--- src/rtl/irq_dist_regs.sv ---
module irq_dist_regs #(
  parameter int          NUM_LINES  = 64,
  parameter int          NUM_CPUS   = 4,
  parameter int          PRIO_BITS  = 5,
  parameter logic [31:0] IMPL_ID    = 32'h0201_043B,
  parameter logic [31:0] PERIPH_ID2 = 32'h0000_0020
) (
  input  logic        clk,
  input  logic        rst_n,
  input  logic        req,
  input  logic        wr,
  input  logic [11:0] addr,
  input  logic [3:0]  be,
  input  logic [31:0] wdata,
  input  logic [2:0]  cpu_id,
  output logic [31:0] rdata,
  output logic        rvalid
);
  localparam int NW = NUM_LINES / 4;
  localparam int NS = NUM_LINES - 32;
  localparam int NT = NS / 4;
  localparam int WW = $clog2(NW);
  localparam int TW = $clog2(NT);
  localparam logic [7:0] PMASK = 8'(8'hFF << (8 - PRIO_BITS));
  localparam logic [7:0] CMASK = 8'((1 << NUM_CPUS) - 1);
  localparam logic [31:0] TYPE_WORD = {24'd0, 3'(NUM_CPUS - 1), 5'(NUM_LINES / 32 - 1)};

  wire [7:0] widx   = addr[9:2];
  wire       rg_id  = addr[11:10] == 2'b00;
  wire       rg_pri = addr[11:10] == 2'b01;
  wire       rg_tgt = addr[11:10] == 2'b10;
  wire       in_range   = int'(widx) < NW;
  wire       pri_hit    = rg_pri && in_range;
  wire       tgt_local  = rg_tgt && widx < 8'd8;
  wire       tgt_shared = rg_tgt && !tgt_local && in_range;
  wire       do_wr      = req && wr;
  wire [7:0] toff       = widx - 8'd8;
  wire [WW-1:0] pidx    = widx[WW-1:0];
  wire [TW-1:0] tidx    = toff[TW-1:0];

  logic [7:0] prio_q [NUM_LINES];
  logic [7:0] tgt_q  [NS];

  for (genvar i = 0; i < NUM_LINES; i++) begin : g_prio
    always_ff @(posedge clk or negedge rst_n)
      if (!rst_n) prio_q[i] <= 8'd0;
      else if (do_wr && pri_hit && pidx == WW'(i / 4) && be[i % 4])
        prio_q[i] <= wdata[8*(i%4) +: 8] & PMASK;
  end

  for (genvar j = 0; j < NS; j++) begin : g_tgt
    always_ff @(posedge clk or negedge rst_n)
      if (!rst_n) tgt_q[j] <= 8'd0;
      else if (do_wr && tgt_shared && tidx == TW'(j / 4) && be[j % 4])
        tgt_q[j] <= wdata[8*(j%4) +: 8] & CMASK;
  end

  wire [7:0] self_bit = (8'd1 << cpu_id) & CMASK;

  logic [31:0] rd_word;
  always_comb begin
    rd_word = 32'd0;
    if (rg_id) begin
      case (widx)
        8'd0:    rd_word = TYPE_WORD;
        8'd1:    rd_word = IMPL_ID;
        8'd2:    rd_word = PERIPH_ID2;
        default: rd_word = 32'd0;
      endcase
    end else if (pri_hit)
      rd_word = {prio_q[{pidx, 2'd3}], prio_q[{pidx, 2'd2}], prio_q[{pidx, 2'd1}], prio_q[{pidx, 2'd0}]};
    else if (tgt_local)
      rd_word = {4{self_bit}};
    else if (tgt_shared)
      rd_word = {tgt_q[{tidx, 2'd3}], tgt_q[{tidx, 2'd2}], tgt_q[{tidx, 2'd1}], tgt_q[{tidx, 2'd0}]};
  end

  always_ff @(posedge clk or negedge rst_n)
    if (!rst_n) begin
      rvalid <= 1'b0;
      rdata  <= 32'd0;
    end else begin
      rvalid <= req && !wr;
      if (req && !wr) rdata <= rd_word;
    end
endmodule


--- config.mk ---
export PLATFORM = sky130hd
export DESIGN_NAME = irq_dist_regs
export DESIGN_NICKNAME = d
export VERILOG_FILES = /design/src/rtl/irq_dist_regs.sv
export SDC_FILE = /design/constraint.sdc
export NUM_CORES = 1
export LEC_CHECK = 0
export ABC_AREA = 1
export BUFFER_PORTS_ARGS = -buffer_cell sky130_fd_sc_hd__buf_4
export CAP_MARGIN = 5
export CORE_MARGIN = 2
export CORE_UTILIZATION = 60
export CTS_BUF_LIST = sky130_fd_sc_hd__clkbuf_8
export CTS_CLUSTER_DIAMETER = 30
export DETAILED_ROUTE_END_ITERATION = 10
export PLACE_DENSITY = 0.78
export SYNTH_ARGS = -nofsm -noshare
export SYNTH_HDL_FRONTEND = slang
export SYNTH_SLANG_ARGS = --single-unit
--- constraint.sdc ---
create_clock -name clk -period 1.53 [get_ports clk]
set_input_delay 0.459 -clock clk [delete_from_list [all_inputs] [get_ports clk]]
set_output_delay 0.459 -clock clk [all_outputs]
set_load 0.02 [all_outputs]
==> out/metrics.cfg <==
[status]
status=finished, violations left
violations=setup timing

[timing]
fmax_ghz=0.582
fin_skew_ns=0.0304
finalHoldViolCount=0
min_period_over_period=1.12
period_needed_ns=1.72
worst_slew_pin_slew_ns=0.481
rsz0062_at_grt=yes
relSlewSlack=0.677
layout_setup_ws_ns=-0.189
setup_viol_count_final=204
drv_slew=0

[routing]
wl_per_cell_um=20.5
met1_length_um=27000
vias_per_cell=5.99
drt_wl_total_um=72300
drtIter0Drc=2445
wl_met3_um=7420
wl_met2_um=34200
vias=21100
routed.top_layer=met4
dr.pass1.iters=9
drc=0
drtAntennaViolNets=0

[setup_path]
cp_slowest_stage_delay_ns=0.43
path_cells=buf_6
arrival_ns=1.26
r2r-end=rdata[12]
criticalPathCategory=register to primary output
r2r_slack_ns=0.11
startpoint_type=register
crit_family=flip-flops
r2r.worst_path.cells=6
slowest_stage=dfrtp_1
path_buf_inv=1
crit_path_end_kind=primary output
required_ns=1.07
worstPathMaxFanout=2
reg2reg_from=prio_q[180]

[power_and_ir_drop]
p_switching_mw=7.93
intPower_mw=22.2
p_comb_frac=0.078
pwr-share-seq=0.427
sw_frac_of_total=0.263
finalPower_mw=30.2
p_leak_nw=14.1
ir_drop_uv=816
power.density_nw_per_um2=1050
power_frac_clock=0.494

[logic_synthesis]
syn_avg_cell_area_um2=8.37
synth_edf_count=0
netlist_instances=2617
ys_ff_latch=481
ys_seq_area_frac=0.550
ys_warn_count=0
synthFlopType=dfrtp_1
syn-cell-area_um2=21900
syn_nets=2672
async_flop_share=1.00
synth_cell_type_count=27

[worst_hold_path]
worstHoldPathCells=3
hold_end=prio_q[371]
hp-start=wdata[11]
hold_path_class=input pin to register

[grt]
grt_overflow=0
grt_antenna_before_repair=1
grt_pass1_wl_um=110000
grtUsageTotal=0.368
grt_max_degree=82
grt_pass1_vias=20700

[cts]
cts_tree=done
clkSinkCount=481
clock_path_buffers=3
clock_latency_ns=0.69
numCtsBuffers=100
clk_pin_slew_ns=0.06
cts-root-buf=clkbuf_8
htreeDepth=3

[floorplan]
die_y_um=195
io_pins=88
rows=69
start_util=0.613
dieArea_um2=38000
core_um2=35700
fp.dieW_um=195

[final_layout]
area_growth_pct=31.4
drive_above_1_share=0.239
layout_commonest_cell=nand2_1
final_cell_mix=nand2_1, dfrtp_1, o21ai_0
fin_area_um2=28800
nets=3038

[placed_design]
dpl.hpwl_um=46900
numPortBuffers=85
dpl-instance-area_um2=25400
gp_congestion=0.926
pre_cts_slack_ns=-0.720

[flow_run]
maxCapViolCount=0

-- metal layers --
layer,vias up,global-route usage
li1,9348,-
met1,10100,0.473
met2,1360,0.594
met3,290,0.0741
met4,0,0.193
met5,-,0
-- how the worst max path moves through the flow --
stage	startpoint	endpoint	slack, ns	depth (start not counted)
floorplan	be[3]	prio_q[163]	-0.25	4
global placement	addr[8]	prio_q[93]	-0.60	11
detailed placement	addr[8]	prio_q[93]	-0.72	11
CTS	rdata[13]	rdata[13]	-0.20	1
global route	rdata[13]	rdata[13]	-0.22	1
finish	rdata[13]	rdata[13]	-0.19	1
-- worst register-to-register path, stage by stage (launching register included) --
cell,delay [ns]
dfrtp_1,0.38
inv_1,0.10
o22ai_1,0.09
o21ai_0,0.33
nand2_1,0.17
o21ai_1,0.18
nand2_1,0.06
-- area by class of cell --
class	instances	area, um2
Clock buffer	116	1600
Inverter	218	846
Antenna cell	1	2.50
Sequential cell	481	12000
Timing Repair Buffer	353	3350
Clock inverter	72	658
Fill cell	2243	6980
Multi-Input combinational cell	1829	9700
Tap cell	461	577
-- through the flow --
stage                     std cells  setup TNS, ns  hold WS, ns   util
after floorplan                2617         -74.38        0.163      -
after global placement         3278        -227.71        0.419  0.709
after detailed placement       3278        -251.45        0.413  0.709
after CTS                      3478          -5.17       0.0108  0.779
after global routing           3531         -24.45       0.0282  0.805
final                          3531         -13.43       0.0386  0.805
-- sequential cells by signal, summed over array words and instances, names as in the netlist --
name,cells
prio_q,320
rdata,32
tgt_q,128
rvalid,1
-- repair_timing --
action	in CTS	in global routing
endpoints found under the setup margin	39	118
hold buffers	1	0
cloned	0	11
gates resized for setup	35	151
buffers inserted	11	41
endpoints found under the hold margin	295	0
pin swaps	0	56
-- power groups by stage --
stage	Sequential [mW]	Combinational (mW)	Clock, mW
after floorplan	13.1	0.956	0
after global placement	13.1	2.16	0
after detailed placement	13.1	2.19	0
after CTS	12.9	2.24	14.9
after global routing	12.9	2.51	15.6
final	12.9	2.36	14.9
-- synth_stat cells, types with 9 or more instances --
master,number,area [um2]
a21oi_1,15,75.1
a22oi_1,66,495
buf_1,13,48.8
buf_2,18,90.1
clkbuf_1,68,255
dfrtp_1,481,12000
inv_1,205,769
inv_2,9,33.8
nand2_1,874,3280
nand3_1,32,160
nor2_1,143,537
nor2_2,28,175
nor2_4,10,113
nor3_2,10,100
o21a_1,144,1080
o21ai_0,349,1750
o21ai_1,59,295
o22ai_1,72,450
-- kinds of logic (layout without fill, tap and decap cells) --
family / Yosys count / count (layout) / synth area share
compound gates: 709 / 709 / 0.191
buf+inv: 317 / 759 / 0.0554
flops: 481 / 481 / 0.550
other cells: 0 / 1 / 0
simple gates: 1110 / 1120 / 0.204
No activity file was read; power rests on OpenSTA's default activity.
